--- config.mk ---
export PLATFORM = sky130hd
export DESIGN_NAME = cpu_status_reg
export DESIGN_NICKNAME = d
export VERILOG_FILES = /design/src/rtl/cpu_sr_pkg.sv /design/src/rtl/sr_arith_next.sv /design/src/rtl/sr_power_flags.sv /design/src/rtl/cpu_status_reg.sv
export SDC_FILE = /design/constraint.sdc
export NUM_CORES = 1
export LEC_CHECK = 0
export ABC_CLOCK_PERIOD_IN_PS = 2900
export CORE_MARGIN = 2
export CORE_UTILIZATION = 25
export DETAILED_ROUTE_END_ITERATION = 16
export GPL_ROUTABILITY_DRIVEN = 0
export GPL_TIMING_DRIVEN = 0
export PLACE_DENSITY = 0.79
export SYNTH_ARGS = -nofsm -noshare
export SYNTH_HDL_FRONTEND = slang
export SYNTH_HIERARCHICAL = 1
export SYNTH_SLANG_ARGS = --single-unit
--- constraint.sdc ---
create_clock -name clk -period 2.9 [get_ports clk]
set_input_delay 0.58 -clock clk [delete_from_list [all_inputs] [get_ports clk]]
set_output_delay 0.58 -clock clk [all_outputs]
set_load 0.02 [all_outputs]
--- src/rtl/cpu_sr_pkg.sv ---
package cpu_sr_pkg;

   typedef enum logic [2:0] {
      OPC_NONE  = 3'd0,
      OPC_ADD   = 3'd1,
      OPC_SUB   = 3'd2,
      OPC_LOGIC = 3'd3,
      OPC_ROTC  = 3'd4
   } opc_e;

   localparam int unsigned SR_W    = 8;
   localparam int unsigned ARITH_W = 4;
   localparam int unsigned BIT_C   = 0;
   localparam int unsigned BIT_HC  = 1;
   localparam int unsigned BIT_Z   = 2;
   localparam int unsigned BIT_V   = 3;
   localparam int unsigned BIT_PD  = 4;
   localparam int unsigned BIT_WT  = 5;

   typedef struct packed {
      logic v;
      logic z;
      logic hc;
      logic c;
   } arith_flags_t;

endpackage

--- src/rtl/sr_arith_next.sv ---
module sr_arith_next
   import cpu_sr_pkg::*;
#(
   parameter int unsigned DW     = 8,
   parameter int unsigned OV_SRC = 0
) (
   input  opc_e          opc,
   input  logic [DW-1:0] a,
   input  logic [DW-1:0] b,
   input  logic [DW-1:0] res,
   input  logic          cy_out,
   input  logic          cy_msb_in,
   input  logic          cy_nib,
   input  logic          rot_bit,
   input  arith_flags_t  cur,
   output arith_flags_t  nxt
);

   localparam int unsigned MSB = DW - 1;

   logic ov_w;
   logic res_zero;

   assign res_zero = (res == '0);

   generate
      if (OV_SRC == 0) begin : g_ov_taps
         logic unused_ops;
         assign unused_ops = ^{a, b};
         assign ov_w = cy_msb_in ^ cy_out;
      end else begin : g_ov_signs
         logic b_eff;
         logic unused_tap;
         assign unused_tap = cy_msb_in;
         assign b_eff = (opc == OPC_SUB) ? ~b[MSB] : b[MSB];
         assign ov_w  = (a[MSB] == b_eff) && (res[MSB] != a[MSB]);
      end
   endgenerate

   always_comb begin
      nxt = cur;
      unique case (opc)
         OPC_ADD, OPC_SUB: begin
            nxt.c  = cy_out;
            nxt.hc = cy_nib;
            nxt.z  = res_zero;
            nxt.v  = ov_w;
         end
         OPC_LOGIC: nxt.z = res_zero;
         OPC_ROTC:  nxt.c = rot_bit;
         default:   nxt = cur;
      endcase
   end

endmodule

--- src/rtl/sr_power_flags.sv ---
module sr_power_flags (
   input  logic clk,
   input  logic rst_n,
   input  logic halt_exec,
   input  logic wdt_clr_exec,
   input  logic wdt_expire,
   output logic pd_q,
   output logic wt_q
);

   always_ff @(posedge clk or negedge rst_n) begin
      if (!rst_n) begin
         pd_q <= 1'b0;
         wt_q <= 1'b0;
      end else begin
         if (halt_exec)
            pd_q <= 1'b1;
         else if (wdt_clr_exec)
            pd_q <= 1'b0;

         if (wdt_expire)
            wt_q <= 1'b1;
         else if (halt_exec || wdt_clr_exec)
            wt_q <= 1'b0;
      end
   end

endmodule

--- src/rtl/cpu_status_reg.sv ---
module cpu_status_reg
   import cpu_sr_pkg::*;
#(
   parameter int unsigned DW     = 8,
   parameter int unsigned OV_SRC = 0
) (
   input  logic            clk,
   input  logic            rst_n,
   input  logic [2:0]      op_sel,
   input  logic [DW-1:0]   opnd_a,
   input  logic [DW-1:0]   opnd_b,
   input  logic [DW-1:0]   alu_res,
   input  logic            cy_out,
   input  logic            cy_msb_in,
   input  logic            cy_nib,
   input  logic            rot_bit,
   input  logic            halt_exec,
   input  logic            wdt_clr_exec,
   input  logic            wdt_expire,
   input  logic            sr_wr_en,
   input  logic [SR_W-1:0] sr_wr_data,
   output logic [SR_W-1:0] sr_rd_data
);

   generate
      if (DW < 2) begin : g_bad_dw
         $error("cpu_status_reg: DW must be at least 2");
      end
      if (OV_SRC > 1) begin : g_bad_ov
         $error("cpu_status_reg: OV_SRC must be 0 (taps) or 1 (signs)");
      end
   endgenerate

   arith_flags_t ar_q;
   arith_flags_t ar_nxt;
   arith_flags_t wr_flags;
   logic         pd_q;
   logic         wt_q;
   logic [SR_W-ARITH_W-1:0] unused_wr;

   assign wr_flags  = arith_flags_t'(sr_wr_data[ARITH_W-1:0]);
   assign unused_wr = sr_wr_data[SR_W-1:ARITH_W];

   sr_arith_next #(
      .DW     (DW),
      .OV_SRC (OV_SRC)
   ) u_next (
      .opc       (opc_e'(op_sel)),
      .a         (opnd_a),
      .b         (opnd_b),
      .res       (alu_res),
      .cy_out    (cy_out),
      .cy_msb_in (cy_msb_in),
      .cy_nib    (cy_nib),
      .rot_bit   (rot_bit),
      .cur       (ar_q),
      .nxt       (ar_nxt)
   );

   sr_power_flags u_pwr (
      .clk          (clk),
      .rst_n        (rst_n),
      .halt_exec    (halt_exec),
      .wdt_clr_exec (wdt_clr_exec),
      .wdt_expire   (wdt_expire),
      .pd_q         (pd_q),
      .wt_q         (wt_q)
   );

   always_ff @(posedge clk or negedge rst_n) begin
      if (!rst_n)
         ar_q <= '0;
      else if (sr_wr_en)
         ar_q <= wr_flags;
      else
         ar_q <= ar_nxt;
   end

   always_comb begin
      sr_rd_data         = '0;
      sr_rd_data[BIT_C]  = ar_q.c;
      sr_rd_data[BIT_HC] = ar_q.hc;
      sr_rd_data[BIT_Z]  = ar_q.z;
      sr_rd_data[BIT_V]  = ar_q.v;
      sr_rd_data[BIT_PD] = pd_q;
      sr_rd_data[BIT_WT] = wt_q;
   end

endmodule

==> reports/metrics.cfg, run 1 <==
[status]
status = finished, final reports clean

[cells_and_area]
final_area_um2 = 736
layout_commonest_cell = clkdlybuf4s50_1
mostFrequentLayoutCells = 30 x clkdlybuf4s50_1, 6 x dfrtp_1, 4 x mux2_2, 4 x buf_4
area_growth_pct = 89.1
drive_above_1_share_pct = 18.1
regArea_um2 = 150
multi_input_area_um2 = 201
final_nets = 119
fillerInstances = 150
antennaDiodeCount = 0

[clock_network]
cts-root-buf = clkbuf_4
tritoncts = yes
cts.clk_slew.worst_paths_ns = 0.04
post-cts-setup-buffer-count = 0
cts_resized = 0
cts-hold-fix-buffers = 0
worstSkewPairLatency_ns = 0.24
h-tree-depth = 1
clock_path_buffers = 2
cts_num_sinks = 6
cts_buffers = 3

[setup_path]
critPathCaptureType = register
worstSetupStartpointType = input pin
worstRegToRegCells = 4
worstSetupPathType = in2reg
arrival_ns = 1.98
ff2ff_setup_slack_ns = 1.78
required_ns = 3.02
regToRegStartpoint = sr_rd_data[0]
timing.rr.end = sr_rd_data[0]
cp_max_fo = 5

[yosys]
synth_seq_area_share_pct = 38.6
synth-compound-area-share_pct = 11.3
synth-simple-area-share_pct = 8.68
synth_xor_area_share_pct = 4.50
syn_inst = 38
ys_seq_elements = 6
avgSynthCellArea_um2 = 10.2
muxShareOfSynthArea_pct = 22.5
syn-cell-area_um2 = 389
synthAdderAreaFrac_pct = 2.89
synth_top_family_by_area = multiplexers
ys_types = 19
synth-warning-count = 6

[floorplanning]
io_pins = 53
start_util_pct = 26.1
num_rows = 14
die_w_um = 43.5
die_h_um = 43.5
die-area_um2 = 1890
core_area_um2 = 1490

[power]
p_comb_share_pct = 36.6
p_per_area_nw_per_um2 = 366
p_int_uw = 202
leakage_nw = 0.315
power_frac_seq_pct = 35.9
p_clk_share_pct = 27.5
swShare_pct = 25.0
p_sw_uw = 67.2
ir_drop_mv = 0.182

[grt]
track_usage_pct = 10.6
grt_overflow = 0
grt_pass1_vias = 412
grt_max_degree = 7
grt_pass1_wl_um = 1500
antenna_found_initial = 0

[route]
ant_nets = 0
drtPass1Iterations = 2
drc = 0
drt_iter0_drc = 1
vias = 385
wl_per_cell_um = 9.67
vias_per_cell = 4.38
drt_wl_total_um = 851

[sta]
finalHoldViolations = 0
fin_crit_ns = 1.86
rsz0062_at_grt = false
clock_skew_ns = 0
slew_viol_final = 0
tns_ns = 0
finalSetupViolations = 0
fin_crit_sh_pct = 64.0
fmax_mhz = 539

[placement]
dpl.hpwl_um = 763
io_buffers = 30
place_area_um2 = 713

[worst_hold_path]
hp-start = u_pwr/pd_q
min_path_cells = 1
hp-class = reg2reg
min_to = u_pwr/pd_q

[job]
cap_violations = 0

==> layer usage <==
metal / up-vias / track usage, % / part of all wire [%]
met5: - / 0 / 0
met4: 0 / 4.85 / 0
met3: 0 / 2.50 / 7.2
met2: 14 / 20.9 / 59
met1: 176 / 10.1 / 33
li1: 195 / - / -
==> final cells by class <==
cell class / count / share of cell area [%]
Timing Repair Buffer: 30 / 40.8
Tap cell: 16 / 2.72
Clock buffer: 3 / 3.06
Multi-Input combinational cell: 26 / 27.4
Buffer: 4 / 4.08
Sequential cell: 6 / 20.4
Inverter: 3 / 1.53
==> per-stage QoR <==
| step | cells | power [mW] | setup WS, ns | hold WS [ns] | util [%] |
|---|---|---|---|---|---|
| finish | 88 | 0.269 | 1.04 | 0.474 | 49.4 |
| floorplan | 39 | 0.139 | 1.42 | 0.284 | - |
| global route | 88 | 0.288 | 0.974 | 0.515 | 49.4 |
| CTS | 88 | 0.277 | 1.03 | 0.480 | 49.4 |
| detailed placement | 85 | 0.197 | 0.795 | 0.470 | 47.9 |
| global placement | 85 | 0.196 | 0.802 | 0.463 | 47.9 |
==> critical path: stages <==
cell and delay (ns):
clkdlybuf4s50_1 0.51, xnor2_1 0.18, nor2_2 0.13, mux2_1 0.33, mux2_2 0.26
==> kinds of logic (layout without fill, tap and decap cells) <==
logic type | after synthesis | in the layout
mux | 8 | 8
simple gates | 7 | 7
buf+inv | 7 | 40
compound gates | 6 | 6
flops | 6 | 6
xor+xnor | 2 | 2
fa+ha+maj | 1 | 1
other cells | 1 | 2
==> cell usage after synthesis <==
| cell type | instances | area share [%] |
|---|---|---|
| dfrtp_1 | 6 | 39 |
| buf_4 | 4 | 7.7 |
| mux2_2 | 4 | 12 |
| inv_1 | 3 | 2.9 |
| nor2_1 | 3 | 2.9 |
| a21o_1 | 2 | 3.9 |
| mux2_1 | 2 | 5.8 |
| mux2i_1 | 2 | 5.1 |
| nor4_1 | 2 | 3.2 |
| a32oi_1 | 1 | 2.3 |
| conb_1 | 1 | 0.96 |
| maj3_2 | 1 | 2.9 |
| nand2_1 | 1 | 0.96 |
| nor2_2 | 1 | 1.6 |
| o21a_1 | 1 | 1.9 |
| o21ai_0 | 1 | 1.3 |
| o31ai_1 | 1 | 1.9 |
| xnor2_1 | 1 | 2.3 |
| xor2_1 | 1 | 2.3 |
==> power by group through the flow <==
stage               Clock (mW)  Combinational [mW]  Sequential (mW)
finish                  0.0741              0.0984           0.0967
global route            0.0831               0.107           0.0977
CTS                     0.0802              0.0999           0.0968
detailed placement           0              0.0995           0.0980
global placement             0              0.0981           0.0979
floorplan                    0              0.0334            0.106
==> state kept, by name, summed over array words and instances (netlist names) <==
| signal | cells |
|---|---|
| sr_rd_data | 4 |
| u_pwr/pd_q | 1 |
| u_pwr/wt_q | 1 |
==> worst max-delay path by stage <==
stage / cells past startpoint / start / to / slack (ns)
4_1_cts: 2 / u_pwr/wt_q / sr_rd_data[5] / 1.03
5_1_grt: 5 / op_sel[0] / sr_rd_data[3] / 0.97
6_report: 5 / op_sel[0] / sr_rd_data[3] / 1.04
3_3_place_gp: 5 / op_sel[0] / sr_rd_data[3] / 0.80
3_5_place_dp: 5 / op_sel[0] / sr_rd_data[1] / 0.79
2_1_floorplan: 4 / op_sel[0] / sr_rd_data[1] / 1.42
Power figures use the tool's default switching activity.
==> run 2, diff against run 1 <==
- ABC_CLOCK_PERIOD_IN_PS: 2900 -> 1740
- CORE_UTILIZATION: 25 -> 23
- PLACE_DENSITY: 0.79 -> 0.73
- clock period: 2.9 -> 1.74 ns (I/O delays scaled with it)
==> run 2 against run 1 <==
Compared with the run above: clock skew is the same; via count shrank 4.4%; utilization shrank 1.7 points; worst hold slack lost 0.12 ns; register-to-register slack lost 1.2 ns; worst setup slack lost 0.93 ns; flip-flop and latch count is the same; final cell count is the same; clock power grew 66%; die area grew 7.9%; routed wire length grew 4.7%.
==> reports/metrics.cfg, run 2 (synthesized netlist as in run 1, its figures left out) <==
[cells_and_area]
layout_commonest_cell = clkdlybuf4s50_1
largest_reg_flops = 4
final_nets = 119
area_growth_pct = 89.1
mostFrequentLayoutCells = 30 x clkdlybuf4s50_1, 6 x dfrtp_1, 4 x mux2_2, 4 x buf_4
final_area_um2 = 736
layout.cells.non_filler = 88
antennaDiodeCount = 0
drive_above_1_share_pct = 18.1

[setup_path]
ff2ff_setup_slack_ns = 0.59
slowest_stage = clkdlybuf4s50_1
worstSetupStartpointType = register
arrival_ns = 1.27
worstSetupPathType = reg2out
cp_max_fo = 2
required_ns = 1.39
slowest_delay_ns = 0.59
critPathCaptureType = primary output
crit_chain = buf_4 -> clkdlybuf4s50_1

[grt]
track_usage_pct = 10.4
grt_max_degree = 7
grt_overflow = 0
antenna_found_initial = 0
grt_pass1_wl_um = 1570
grt_pass1_vias = 409

[sta]
fin_crit_sh_pct = 93.2
slew_viol_final = 0
clock_skew_ns = 0
tns_ns = 0
whs_ns = 0.353
finalHoldViolations = 0
rsz0062_at_grt = false
finalSetupViolations = 0
fin_crit_ns = 1.62
fmax_mhz = 617

[clock_network]
cts_buffers = 3
cts_resized = 0
cts_num_sinks = 6
tritoncts = yes
h-tree-depth = 1
worstSkewPairLatency_ns = 0.24
cts-hold-fix-buffers = 0
clock_path_buffers = 2
post-cts-setup-buffer-count = 0
cts-root-buf = clkbuf_4
cts.clk_slew.worst_paths_ns = 0.04

[placement]
place_area_um2 = 713
dp.cells = 85
io_buffers = 30
dpl.hpwl_um = 781

[route]
vias_per_cell = 4.18
wl_per_cell_um = 10.1
drc = 0
drt_iter0_drc = 3
drt_wl_total_um = 891
vias = 368
drtPass1Iterations = 4
ant_nets = 0

[floorplanning]
die_w_um = 45.1
start_util_pct = 25.2
die-area_um2 = 2040
core_area_um2 = 1540
io_pins = 53
num_rows = 14
die_h_um = 45.1

[power]
leakage_nw = 0.315
p_per_area_nw_per_um2 = 610
ir_drop_mv = 0.320

[job]
cap_violations = 0

[status]
status = finished, final reports clean

[worst_hold_path]
hp-class = in2async

run 2: path summary, 6_finish.rpt:
| check | from | depth (start not counted) | to |
|---|---|---|---|
| max | u_pwr/wt_q | 2 | sr_rd_data[5] |
| min | rst_n | 1 | sr_rd_data[2] |
| max reg2reg | sr_rd_data[0] | 4 | sr_rd_data[0] |
| min reg2reg | u_pwr/wt_q | 1 | u_pwr/wt_q |
| max in group asynchronous | rst_n | 1 | u_pwr/pd_q |
| min in group clk | u_pwr/wt_q | 1 | u_pwr/wt_q |
run 2: routing by layer:
metal  vias up  part of all wire [%]  global-route usage (%)  wire length, um
met5         -                     0                       0                0
met3         0                   9.3                    2.40               83
li1        195                     -                       -                -
met4         0                     0                    5.29                0
met1       157                    38                    11.5              340
met2        16                    52                    18.3              466
run 2: layout make-up:
| class | instances | area (um^2) |
|---|---|---|
| Buffer | 4 | 30.0 |
| Clock buffer | 3 | 22.5 |
| Fill cell | 156 | 806 |
| Inverter | 3 | 11.3 |
| Multi-Input combinational cell | 26 | 201 |
| Sequential cell | 6 | 150 |
| Tap cell | 16 | 20.0 |
| Timing Repair Buffer | 30 | 300 |
run 2: power by group:
part           leakage, nW  internal (mW)  switching, mW
Sequential          0.0691          0.154        0.00760
Combinational        0.232          0.105         0.0598
Clock               0.0138         0.0777         0.0449
run 2: critical path: cells and delay by family, from the launching register on:
kind / cells / cell delay (ns)
DFF: 1 / 0.34
buffers and inverters: 2 / 0.69
run 2: stage by stage:
step	util (%)	power (mW)	setup slack (ns)
2_1_floorplan	-	0.232	0.488
3_3_place_gp	46.3	0.328	-0.135
3_5_place_dp	46.3	0.330	-0.133
4_1_cts	47.7	0.462	0.0953
5_1_grt	47.7	0.481	0.0359
6_report	47.7	0.449	0.119
==> run 3, diff against run 2 <==
- MAX_ROUTING_LAYER: not set -> met4
==> run 3 against run 2 <==
Compared with the run above: power hardly changed; clock skew did not move; non-clock buffer count is the same; clock power barely moved; first-iteration DRC count unchanged; utilization did not move; routed wire length unchanged; critical endpoint unchanged; highest routed layer unchanged.
==> reports/metrics.cfg, run 3 (synthesized netlist as in run 1, its figures left out) <==
[route]
ant_nets = 0
vias_per_cell = 4.18
wl_per_cell_um = 10.1
drc = 0
vias = 368
drt_iter0_drc = 3
drtPass1Iterations = 4
drt_wl_total_um = 891

[sta]
worst_slack_ns = 0.119
fmax_mhz = 617
finalHoldViolations = 0
slew_viol_final = 0
clock_skew_ns = 0
rsz0062_at_grt = false
whs_ns = 0.353
tns_ns = 0
finalSetupViolations = 0
fin_crit_sh_pct = 93.2
fin_crit_ns = 1.62

[clock_network]
clock_path_buffers = 2
cts_buffers = 3
cts.clk_slew.worst_paths_ns = 0.04
h-tree-depth = 1
worstSkewPairLatency_ns = 0.24
tritoncts = yes
cts-hold-fix-buffers = 0
post-cts-setup-buffer-count = 0
cts_num_sinks = 6
cts-root-buf = clkbuf_4
cts_resized = 0

[grt]
track_usage_pct = 10.7
grt_overflow = 0
grt_pass1_wl_um = 1570
grt_max_degree = 7
grt_pass1_vias = 409
antenna_found_initial = 0

[cells_and_area]
final_area_um2 = 736
largest_reg_flops = 4
drive_above_1_share_pct = 18.1
antennaDiodeCount = 0
layout.cells.non_filler = 88
layout_commonest_cell = clkdlybuf4s50_1
mostFrequentLayoutCells = 30 x clkdlybuf4s50_1, 6 x dfrtp_1, 4 x mux2_2, 4 x buf_4
final_nets = 119
area_growth_pct = 89.1

[floorplanning]
io_pins = 53
start_util_pct = 25.2
die-area_um2 = 2040
die_h_um = 45.1
core_area_um2 = 1540
num_rows = 14
die_w_um = 45.1

[placement]
dpl.hpwl_um = 781
dp.cells = 85
place_area_um2 = 713
io_buffers = 30
pre_cts_ws_ns = -0.133

[power]
p_comb_share_pct = 36.7
leakage_nw = 0.315
swShare_pct = 25.0
p_per_area_nw_per_um2 = 610
p_sw_uw = 112
p_clk_share_pct = 27.3
ir_drop_mv = 0.320
power_frac_seq_pct = 36.0
p_int_uw = 337

[setup_path]
worstSetupPathType = reg2out
worstSetupStartpointType = register
arrival_ns = 1.27
cp_max_fo = 2
critPathCaptureType = primary output
ff2ff_setup_slack_ns = 0.59
required_ns = 1.39

[job]
cap_violations = 0

[status]
status = finished, final reports clean

[worst_hold_path]
hp-class = in2async

run 3: worst paths after layout:
path                                from            end  cells after the start
min reg2reg                   u_pwr/wt_q     u_pwr/wt_q                      1
max in group asynchronous          rst_n     u_pwr/pd_q                      1
min in group clk              u_pwr/wt_q     u_pwr/wt_q                      1
max reg2reg                sr_rd_data[0]  sr_rd_data[0]                      4
max                           u_pwr/wt_q  sr_rd_data[5]                      2
min                                rst_n  sr_rd_data[2]                      1
run 3: final cells by class:
| type | instances | area [um^2] |
|---|---|---|
| inverters | 3 | 11.3 |
| multi-input cells | 26 | 201 |
| repair buffers | 30 | 300 |
| plain buffers | 4 | 30.0 |
| flip-flops and latches | 6 | 150 |
| well taps | 16 | 20.0 |
| fillers | 156 | 806 |
| clock buffers | 3 | 22.5 |
run 3: critical path: stages (launching register included):
cell             delay, ns
dfrtp_1               0.34
buf_4                 0.10
clkdlybuf4s50_1       0.59
run 3: through the flow:
| stage | util (%) | power (mW) |
|---|---|---|
| 3_3_place_gp | 46.3 | 0.328 |
| 4_1_cts | 47.7 | 0.462 |
| 5_1_grt | 47.7 | 0.481 |
| 3_5_place_dp | 46.3 | 0.330 |
| 6_report | 47.7 | 0.449 |
| 2_1_floorplan | - | 0.232 |
run 3: per-layer routing:
layer / up-vias / routed length, um / share of wire (%) / global-route usage (%)
met2: 16 / 467 / 52 / 18.3
met5: - / 0 / 0 / -
met1: 157 / 346 / 39 / 11.8
li1: 195 / - / - / -
met3: 0 / 76 / 8.5 / 2.00
met4: 0 / 0 / 0 / 5.29
run 3: power by group through the flow:
| stage | sequential, mW | combinational [mW] | clock, mW |
|---|---|---|---|
| 5_1_grt | 0.163 | 0.180 | 0.137 |
| 4_1_cts | 0.162 | 0.167 | 0.133 |
| 2_1_floorplan | 0.176 | 0.0557 | 0 |
| 6_report | 0.162 | 0.165 | 0.123 |
| 3_3_place_gp | 0.163 | 0.164 | 0 |
| 3_5_place_dp | 0.164 | 0.166 | 0 |
